<file path="config.mk">
export PLATFORM = sky130hd
export DESIGN_NAME = irw_top
export DESIGN_NICKNAME = d
export VERILOG_FILES = /design/src/rtl/irw_pkg.sv /design/src/rtl/irw_decode.sv /design/src/rtl/irw_table.sv /design/src/rtl/irw_rdmux.sv /design/src/rtl/irw_top.sv
export SDC_FILE = /design/constraint.sdc
export NUM_CORES = 2
export LEC_CHECK = 0
export BUFFER_PORTS_ARGS = -buffer_cell sky130_fd_sc_hd__buf_2
export CORE_AREA = 2 2 629 631
export DETAILED_ROUTE_END_ITERATION = 10
export DIE_AREA = 0 0 631 633
export GPL_TIMING_DRIVEN = 0
export PLACE_DENSITY = 0.34
export REMOVE_ABC_BUFFERS = 1
export SYNTH_ARGS = -nofsm -noshare
export SYNTH_HDL_FRONTEND = slang
export SYNTH_SLANG_ARGS = --single-unit
</file>
<file path="constraint.sdc">
create_clock -name clk -period 3.1 [get_ports clk]
set_clock_uncertainty 0.15 [all_clocks]
set_input_delay 0.31 -clock clk [delete_from_list [all_inputs] [get_ports clk]]
set_output_delay 0.31 -clock clk [all_outputs]
set_load 0.03 [all_outputs]
</file>
<file path="src/rtl/irw_pkg.sv">
package irw_pkg;

    localparam int unsigned WORD_W     = 32;
    localparam int unsigned ENTRY_W    = 64;
    localparam int unsigned SEL_W      = 8;

    // Bus offsets (low address byte)
    localparam logic [7:0] OFS_SELECT  = 8'h00;
    localparam logic [7:0] OFS_WINDOW  = 8'h10;

    // Internal indices
    localparam logic [SEL_W-1:0] IDX_IDENT   = 8'h00;
    localparam logic [SEL_W-1:0] IDX_VERSION = 8'h01;
    localparam logic [SEL_W-1:0] IDX_ARBIT   = 8'h02;
    localparam logic [SEL_W-1:0] IDX_TABLE   = 8'h10;

    localparam logic [7:0]  VERSION_CODE = 8'h11;
    localparam int unsigned IDENT_LSB    = 24;
    localparam int unsigned IDENT_W      = 4;
    localparam int unsigned MAXENT_LSB   = 16;
    localparam int unsigned MASK_BIT     = 16;
    localparam int unsigned RIRR_BIT     = 14;

    typedef logic [ENTRY_W-1:0] entry_t;

    localparam entry_t ENTRY_RESET = entry_t'(64'd1 << MASK_BIT);

    typedef enum logic [1:0] {
        PORT_NONE,
        PORT_SELECT,
        PORT_WINDOW
    } port_e;

    typedef enum logic [2:0] {
        TGT_NONE,
        TGT_IDENT,
        TGT_VERSION,
        TGT_ARBIT,
        TGT_TABLE
    } tgt_e;

    typedef struct packed {
        tgt_e             tgt;
        logic             upper;
        logic [SEL_W-1:0] slot;
    } win_t;

    function automatic port_e decode_port(input logic [7:0] ofs);
        if (ofs == OFS_SELECT) begin
            return PORT_SELECT;
        end else if (ofs == OFS_WINDOW) begin
            return PORT_WINDOW;
        end
        return PORT_NONE;
    endfunction

    function automatic win_t decode_window(input logic [SEL_W-1:0] sel,
                                           input int unsigned entries);
        win_t w;
        w.tgt   = TGT_NONE;
        w.upper = sel[0];
        w.slot  = '0;
        if (sel == IDX_IDENT) begin
            w.tgt = TGT_IDENT;
        end else if (sel == IDX_VERSION) begin
            w.tgt = TGT_VERSION;
        end else if (sel == IDX_ARBIT) begin
            w.tgt = TGT_ARBIT;
        end else if ((sel >= IDX_TABLE) &&
                     (32'(sel) < 32'(IDX_TABLE) + 2 * entries)) begin
            w.tgt  = TGT_TABLE;
            w.slot = (sel - IDX_TABLE) >> 1;
        end
        return w;
    endfunction

    function automatic logic [WORD_W-1:0] version_word(input int unsigned entries);
        return 32'(VERSION_CODE) | (32'(entries - 1) << MAXENT_LSB);
    endfunction

endpackage

</file>
<file path="src/rtl/irw_decode.sv">
module irw_decode
    import irw_pkg::*;
#(
    parameter int unsigned ENTRIES = 24
) (
    input  logic [7:0]       ofs,
    input  logic [SEL_W-1:0] sel,
    output port_e            port,
    output win_t             win
);

    always_comb begin
        port = decode_port(ofs);
        win  = decode_window(sel, ENTRIES);
    end

endmodule

</file>
<file path="src/rtl/irw_table.sv">
module irw_table
    import irw_pkg::*;
#(
    parameter int unsigned ENTRIES = 24,
    localparam int unsigned IDX_W  = (ENTRIES > 1) ? $clog2(ENTRIES) : 1
) (
    input  logic                       clk,
    input  logic                       rst,
    input  logic                       wr_en,
    input  logic [SEL_W-1:0]           wr_slot,
    input  logic                       wr_upper,
    input  logic [WORD_W-1:0]          wr_data,
    input  logic                       clr_en,
    input  logic [IDX_W-1:0]           clr_slot,
    output logic [ENTRIES*ENTRY_W-1:0] entries
);

    for (genvar e = 0; e < ENTRIES; e++) begin : g_ent
        entry_t ent_q;
        logic   hit_wr;
        logic   hit_clr;

        assign hit_wr  = wr_en  && (wr_slot  == SEL_W'(e));
        assign hit_clr = clr_en && (clr_slot == IDX_W'(e));

        always_ff @(posedge clk) begin
            if (rst) begin
                ent_q <= ENTRY_RESET;
            end else begin
                if (hit_wr) begin
                    if (wr_upper) begin
                        ent_q[ENTRY_W-1:WORD_W] <= wr_data;
                    end else begin
                        ent_q[WORD_W-1:0] <= wr_data;
                    end
                end
                // delivery-side clear overrides a same-cycle bus write
                if (hit_clr) begin
                    ent_q[RIRR_BIT] <= 1'b0;
                end
            end
        end

        assign entries[e*ENTRY_W +: ENTRY_W] = ent_q;
    end

endmodule

</file>
<file path="src/rtl/irw_rdmux.sv">
module irw_rdmux
    import irw_pkg::*;
#(
    parameter int unsigned ENTRIES = 24
) (
    input  port_e                      port,
    input  win_t                       win,
    input  logic [SEL_W-1:0]           sel_q,
    input  logic [IDENT_W-1:0]         ident_q,
    input  logic [ENTRIES*ENTRY_W-1:0] entries,
    output logic [WORD_W-1:0]          rdata
);

    logic [WORD_W-1:0] tbl_word;

    always_comb begin
        tbl_word = '0;
        for (int e = 0; e < ENTRIES; e++) begin
            if (win.slot == SEL_W'(e)) begin
                tbl_word = win.upper ? entries[e*ENTRY_W + WORD_W +: WORD_W]
                                     : entries[e*ENTRY_W +: WORD_W];
            end
        end
    end

    always_comb begin
        rdata = '0;
        case (port)
            PORT_SELECT: rdata = WORD_W'(sel_q);
            PORT_WINDOW: begin
                case (win.tgt)
                    TGT_IDENT:   rdata = WORD_W'(ident_q) << IDENT_LSB;
                    TGT_VERSION: rdata = version_word(ENTRIES);
                    TGT_TABLE:   rdata = tbl_word;
                    default:     rdata = '0;
                endcase
            end
            default: rdata = '0;
        endcase
    end

endmodule

</file>
<file path="src/rtl/irw_top.sv">
module irw_top
    import irw_pkg::*;
#(
    parameter int unsigned ENTRIES = 24,
    parameter int unsigned ADDR_W  = 12,
    localparam int unsigned IDX_W  = (ENTRIES > 1) ? $clog2(ENTRIES) : 1
) (
    input  logic                       clk,
    input  logic                       rst,
    input  logic                       bus_req,
    input  logic                       bus_we,
    input  logic [ADDR_W-1:0]          bus_addr,
    input  logic [31:0]                bus_wdata,
    output logic                       bus_rvalid,
    output logic [31:0]                bus_rdata,
    output logic [ENTRIES*64-1:0]      tbl_entries,
    output logic                       tbl_wr_strobe,
    input  logic                       eoi_clr_valid,
    input  logic [IDX_W-1:0]           eoi_clr_index
);

    logic [SEL_W-1:0]   sel_q;
    logic [IDENT_W-1:0] ident_q;
    logic               rvalid_q;
    logic [WORD_W-1:0]  rdata_q;
    logic               strobe_q;

    port_e              port;
    win_t               win;
    logic [WORD_W-1:0]  rdata_next;
    logic               addr_hi_unused;

    logic               do_rd;
    logic               do_wr_sel;
    logic               do_wr_win;
    logic               do_wr_ident;
    logic               do_wr_tbl;

    assign addr_hi_unused = ^bus_addr[ADDR_W-1:8];

    irw_decode #(.ENTRIES(ENTRIES)) u_decode (
        .ofs  (bus_addr[7:0]),
        .sel  (sel_q),
        .port (port),
        .win  (win)
    );

    assign do_rd       = bus_req && !bus_we;
    assign do_wr_sel   = bus_req && bus_we && (port == PORT_SELECT);
    assign do_wr_win   = bus_req && bus_we && (port == PORT_WINDOW);
    assign do_wr_ident = do_wr_win && (win.tgt == TGT_IDENT);
    assign do_wr_tbl   = do_wr_win && (win.tgt == TGT_TABLE);

    irw_table #(.ENTRIES(ENTRIES)) u_table (
        .clk      (clk),
        .rst      (rst),
        .wr_en    (do_wr_tbl),
        .wr_slot  (win.slot),
        .wr_upper (win.upper),
        .wr_data  (bus_wdata),
        .clr_en   (eoi_clr_valid),
        .clr_slot (eoi_clr_index),
        .entries  (tbl_entries)
    );

    irw_rdmux #(.ENTRIES(ENTRIES)) u_rdmux (
        .port    (port),
        .win     (win),
        .sel_q   (sel_q),
        .ident_q (ident_q),
        .entries (tbl_entries),
        .rdata   (rdata_next)
    );

    always_ff @(posedge clk) begin
        if (rst) begin
            sel_q    <= '0;
            ident_q  <= '0;
            rvalid_q <= 1'b0;
            rdata_q  <= '0;
            strobe_q <= 1'b0;
        end else begin
            rvalid_q <= do_rd;
            rdata_q  <= do_rd ? rdata_next : '0;
            strobe_q <= do_wr_tbl;
            if (do_wr_sel) begin
                sel_q <= bus_wdata[SEL_W-1:0];
            end
            if (do_wr_ident) begin
                ident_q <= bus_wdata[IDENT_LSB +: IDENT_W];
            end
        end
    end

    assign bus_rvalid    = rvalid_q;
    assign bus_rdata     = rdata_q;
    assign tbl_wr_strobe = strobe_q;

endmodule

</file>
---- Word-level counts from Yosys, hierarchy flattened ----
Index checks and enable logic that the tools add are counted.
storage, ports and cells
  word-level logic and storage cells ...... 332
  output and inout bits ................... 1570
  register bits after elaboration ......... 1582
cells by class
  bitwise gates (word level) .............. 2
  add/sub/neg operators ................... 1
  reductions and logical operators ........ 133
  equality and inequality tests ........... 54
  muxes and demuxes ....................... 63
  $lt $le $gt $ge ......................... 2
operators by type and width
  operator             number
  $mux 32              48
  $pmux 32 s3          1
  $reduce_and 2->1     48
  $eq 8x5->1 const B   9
  $eq 8x4->1 const B   8
  $pmux 32 s2          1
  $logic_and 1x1->1    55
  $reduce_or 2->1      25
  $eq 5x4->1 const B   8
  $eq 5x5->1 const B   8
  $eq 8x3->1 const B   4
  $eq 8x2->1 const B   3
  $logic_not 8->1      3
  $mux 8               3
  $eq 5x3->1 const B   4
  $eq 8x1->1 const B   2
  $mux 3               4
  $eq 5x2->1 const B   2
  $ge 8x5->1 const B   1
  $lt 8x7->1 const B   1
  $sub 8x5->8 const B  1
  $mux 7               1
  $mux 2               3
  $eq 5x1->1 const B   1
  9 further kinds      11

---- Depth between registers and ports, before layout ----
  depth in word-level cells ............... 33
  gate-level depth with buffers ........... 16
  gate-level depth less buffers ........... 11

---- By module ----
Synthesis repeated with hierarchy kept, for this count alone.
unflattened totals
  cells, all modules ...................... 7584
  area, all modules ....................... 77319.2 µm²
by module, submodules not included
  module      cells an instance  area each (µm²)  times used
  irw_table   5272               59188.0          1
  irw_rdmux   2161               16553.4          1
  irw_top     127                1418.9           1
  irw_decode  24                 158.9            1

---- Worst setup path after synthesis ----
OpenSTA, ideal clock, no wires.
  path kind ............................... reg2reg
  start point ............................. reg sel_q[4]
  end point ............................... reg rdata_q[19], in the netlist bus_rdata[19]
  arrival time ............................ 2.991 ns
  cell stages (with the launch flop) ...... 16
  path buffers ............................ 4
  path slack .............................. -0.128 ns
  library setup time ...................... 0.086 ns
  clock period less this slack ............ 3.228 ns
  path through ............................ dfxtp_1 buf_2 inv_1 ha_1 buf_2 or4b_1 buf_4 nor2_8 nand3_4 buf_4 o221ai_1 nor3_1 o221ai_1 a31oi_1 a211o_1 a221oi_2
on the way
  longest elaborated chain between the ends .. 33
  elaborated cells on any way between the ends .. 68
  classes of those cells .................. add/sub: 1; order compare: 2; eq/ne: 28; mux: 34; reduce/logical: 3
RTL lines
  what                                      line                          source
  start: declaration                        irw_top.sv:22                 logic [SEL_W-1:0] sel_q;
  start signal: assignment                  irw_top.sv:87                 sel_q <= bus_wdata[SEL_W-1:0];
  $ge 8x5->1 or $lt 8x7->1 (tied branches)  irw_pkg.sv:69, irw_pkg.sv:70
  $logic_and 1x1->1                         irw_pkg.sv:69                 end else if ((sel >= IDX_TABLE) &&
  $mux 7                                    irw_pkg.sv:69
  $mux 8                                    irw_pkg.sv:67                 end else if (sel == IDX_ARBIT) begin
  $mux 8                                    irw_pkg.sv:65                 end else if (sel == IDX_VERSION) begin
  $mux 8                                    irw_pkg.sv:63                 if (sel == IDX_IDENT) begin
  $logic_not 8->1                           irw_rdmux.sv:19               if (win.slot == SEL_W'(e)) begin
  $mux 32 (24 in series)                    irw_rdmux.sv:19
  $pmux 32 s3 *                             irw_rdmux.sv:31               case (win.tgt)
  $pmux 32 s2 *                             irw_rdmux.sv:28               case (port)
  end signal: assignment                    irw_top.sv:84                 rdata_q <= do_rd ? rdata_next : '0;
  end: declaration                          irw_top.sv:25                 logic [WORD_W-1:0] rdata_q;
Mark *: on every way between the ends. The rest lies on a longest branch, timed or not.
A chain may end at the register's enable or synchronous reset.

---- Worst setup path after layout ----
  start point ............................. reg sel_q[4]
  end point ............................... reg rdata_q[8], in the netlist bus_rdata[8]
Same word-level chain as after synthesis.

==> key figures <==
Power
  – Max VDD drop: 0.4226 mV
  – Power Density: 440.8 nW/um^2
  – Pwr Total: 0.04689 W
  – P_leak: 38.35 nW

STA
  – Achievable Freq: 0.2378 GHz
  – Final Max Tran Viols: 0
  – Unrepaired setup endpoints after global routing: true
  – Measured slew at the worst slew-check pin: 1.318 ns
  – Min Hold Slack: -0.03109 ns
  – Period Utilization, post-route: 135.7%
  – Final TNS setup: -597.16 ns
  – Rel. slew slack: 12.16%
  – Tmin final: about 4.2 ns
  – Final Hold Viols: 12
  – Setup violators final: 1567
  – Final worst setup slack: -1.106 ns

Yosys
  – Number of synthesized flops with an enable pin: 0
  – Yosys warns: 0
  – Sequential area share after synthesis: 45.19%
  – Post-Syn Area: 70080 sq um
  – Synthesized-area fraction occupied by adder cells: 0.05356%
  – Top FF cell, synth: dfxtp_1
  – Async set or reset register ratio after synthesis: 0%
  – Mean post-synth cell area: 7.766 sq um
  – Multiplexer share of the synthesized area: 11.11%
  – Post-synthesis xor/xnor area fraction: 0%
  – Unique masters post-synth: 94
  – Largest family of logic cells by synthesized area: simple AND/OR/NAND/NOR gates
  – Post-Synthesis Cells: between 9000 and 10000
  – Simple-gate portion of the synthesized area: 20.90%
  – Synth Register Bits: about 1600
  – Compound-gate portion of the synthesized area: 17.51%

Critical path
  – CP max stage delay: 0.75 ns
  – Critical Path Most Common Cell: buf_12
  – CP arrival: slightly below 5 ns
  – CP Cell Sequence: clkinvlp_4 > ha_4 > or4b_4 > buf_6 > o2111ai_4 > nor3_4 > buf_8 > buf_12 > buf_12 > a222oi_1 > buf_6 > nor3b_4 > buf_12 > o21ai_4 > a221oi_2
  – Startpoint class of the critical path: flip-flop
  – Worst Path Required: 3.74 ns
  – Critical-path top delay cell: a222oi_1
  – CP Capture Type: flip-flop
  – CP max FO: 7
  – Critical path class: reg -> reg

Layout
  – # fillers: 42290
  – Most frequent cells in the layout: nand2_1 (3041), buf_2 (1587), dfxtp_1 (1574)
  – Design area: 106400 sq um
  – End-of-flow core utilization: 27.14%
  – Most common cell after layout, fill and taps aside: nand2_1
  – Share of post-route cells with drive strength above 1: a little under a third
  – Layout area overhead: 51.82%
  – Final Net Count: between 10000 and 15000

Floorplan
  – Die footprint: 399400 sq um
  – Die height: approximately 630 microns
  – Number of placement rows: 230
  – # IOs: 1624
  – Area of the core: 392000 sq um
  – Horiz. Die Dim: between 600 and 700 microns
  – Initial cell density of the core: 17.88%

Global route
  – Vias in the first global route: 73805
  – Largest net degree at the start of global routing: 191
  – GR Overflow Total: 0
  – First-pass GRT wire length: 775400 microns
  – Initial antenna violation count: 42
  – GRT Util Overall: 29.23%

Placement
  – Buffers on Ports: 1619
  – HPWL after detailed placement: 446600 microns
  – GPL Wtd Cong: 0.8593
  – Area post-placement: 87170 sq um

CTS
  – Reg clk slew, reported paths: 0.06 ns
  – CTS max path bufs: 4
  – H-tree depth: 4
  – Clock Root Buffer: clkbuf_16
  – Clock Sinks: approximately 1600
  – CTS tree: yes
  – TritonCTS Buffers: around 200
  – Clock Latency Late Sink: around 0.92 ns

Drt
  – Via density: 4.913
  – Pre-antenna DRT Iters: 8
  – Post-route DRC violation count: 0
  – Final WL: 640500 microns
  – WL per Instance: a little under 40 microns
  – Antenna viol nets, final: 0
  – DR iter-0 viols: around 7500
  – Routed vias: 80089

Outcome
  – Failing checks: hold timing, setup timing
  – Status: finished, violations left

Flow run
  – Total of max-cap violations: 0

Worst hold path
  – Hold Path Class: in -> reg
[critical path, delay by kind of cell (launching register included)]
| family | cells | cell delay (ns) |
|---|---|---|
| compound gates | 4 | 1.30 |
| buf+inv | 7 | 1.14 |
| simple gates | 3 | 0.86 |
| flops | 1 | 0.37 |
| fa+ha+maj | 1 | 0.19 |
[layout make-up]
cell class | count | area [sq um] | share of cell area, %
clock buffers | 310 | 6048 | 5.685
multi-input cells | 6625 | 40020 | 37.62
well taps | 5220 | 6531 | 6.139
repair buffers | 2473 | 21270 | 19.99
clock inverters | 61 | 718.2 | 0.6751
flip-flops and latches | 1582 | 31700 | 29.79
inverters | 9 | 45.04 | 0.04234
diodes | 23 | 57.56 | 0.05410
[sequential cells by signal, summed over array words and instances, names as in the netlist]
| register | count |
|---|---|
| ident_q | 4 |
| u_table.g_ent.ent_q | 1536 |
| bus_rdata | 32 |
| bus_rvalid | 1 |
| tbl_wr_strobe | 1 |
| sel_q | 8 |
[per-stage QoR]
stage / std cells / worst slack (ns)
floorplan: 8186 / -32.78
global placement: 15025 / -94.70
detailed placement: 15286 / -4.570
CTS: 16032 / -1.116
global route: 16289 / -1.096
finish: 16303 / -1.106
[cells in the mapped netlist, types with 8 or more instances]
| cell | n | area [sq um] |
|---|---|---|
| nor4_1 | 24 | 150.1 |
| nand4_1 | 19 | 118.9 |
| mux2i_1 | 707 | 7077 |
| nor2b_1 | 10 | 62.56 |
| buf_1 | 11 | 41.29 |
| a2111oi_0 | 10 | 87.58 |
| buf_4 | 32 | 240.2 |
| o211ai_1 | 19 | 142.6 |
| nand3_1 | 21 | 105.1 |
| a21oi_1 | 1623 | 8123 |
| o22ai_1 | 142 | 888.4 |
| nor3b_1 | 8 | 60.06 |
| a221oi_1 | 46 | 402.9 |
| o2111ai_1 | 8 | 70.07 |
| clkbuf_1 | 525 | 1971 |
| nor2_4 | 29 | 326.6 |
| o21ai_0 | 111 | 555.5 |
| or3_1 | 12 | 75.07 |
| a2111oi_1 | 18 | 180.2 |
| inv_1 | 8 | 30.03 |
| nor2_1 | 209 | 784.5 |
| o221ai_1 | 49 | 429.2 |
| a31oi_1 | 16 | 100.1 |
| buf_2 | 264 | 1321 |
| nor2_2 | 16 | 100.1 |
| a22oi_1 | 32 | 240.2 |
| nor3_1 | 33 | 165.2 |
| a211oi_1 | 30 | 225.2 |
| nand3b_1 | 26 | 195.2 |
| and2_1 | 16 | 100.1 |
| mux2_2 | 63 | 709.4 |
| a222oi_1 | 10 | 100.1 |
| nand2_1 | 3153 | 11840 |
| dfxtp_1 | 1582 | 31670 |
[power by group]
group | switching (W) | total, W | internal (W)
registers | 0.000000578 | 0.0203 | 0.0203
clock network | 0.0106 | 0.0250 | 0.0144
logic | 0.00128 | 0.00158 | 0.000300
[kinds of logic after synthesis]
family | after synthesis
compound gates | 2190
buf+inv | 846
simple gates | 3632
fa+ha+maj | 3
mux | 770
flops | 1582
[path summary, 6_finish.rpt]
kind | from | end | slack, ns | depth (start not counted)
min | rst | u_table.g_ent[1].ent_q[51] | -0.03 | 4
max reg2reg | sel_q[4] | bus_rdata[8] | -1.11 | 15
min reg2reg | u_table.g_ent[13].ent_q[46] | u_table.g_ent[13].ent_q[46] | 0.31 | 2
max | sel_q[4] | bus_rdata[8] | -1.11 | 15
[repair_timing]
| item | 4_1_cts | 5_1_grt |
|---|---|---|
| pin swaps | 227 | 193 |
| resized for setup | 625 | 403 |
| cloned | 40 | 50 |
| setup endpoints to repair | 1573 | 1568 |
| setup buffers | 290 | 186 |
| endpoints found under the hold margin | 1121 | 22 |
| hold buffers | 47 | 17 |
[metal layers]
layer | share of wire (%) | vias to the layer above | track usage (%)
li1 | - | 34419 | -
met1 | 38 | 40352 | 33.07
met2 | 48 | 4257 | 51.08
met3 | 7.3 | 1059 | 6.163
met4 | 7.2 | 2 | 16.13
met5 | 0.0020 | - | 0
(Power assumes the default switching activity.)
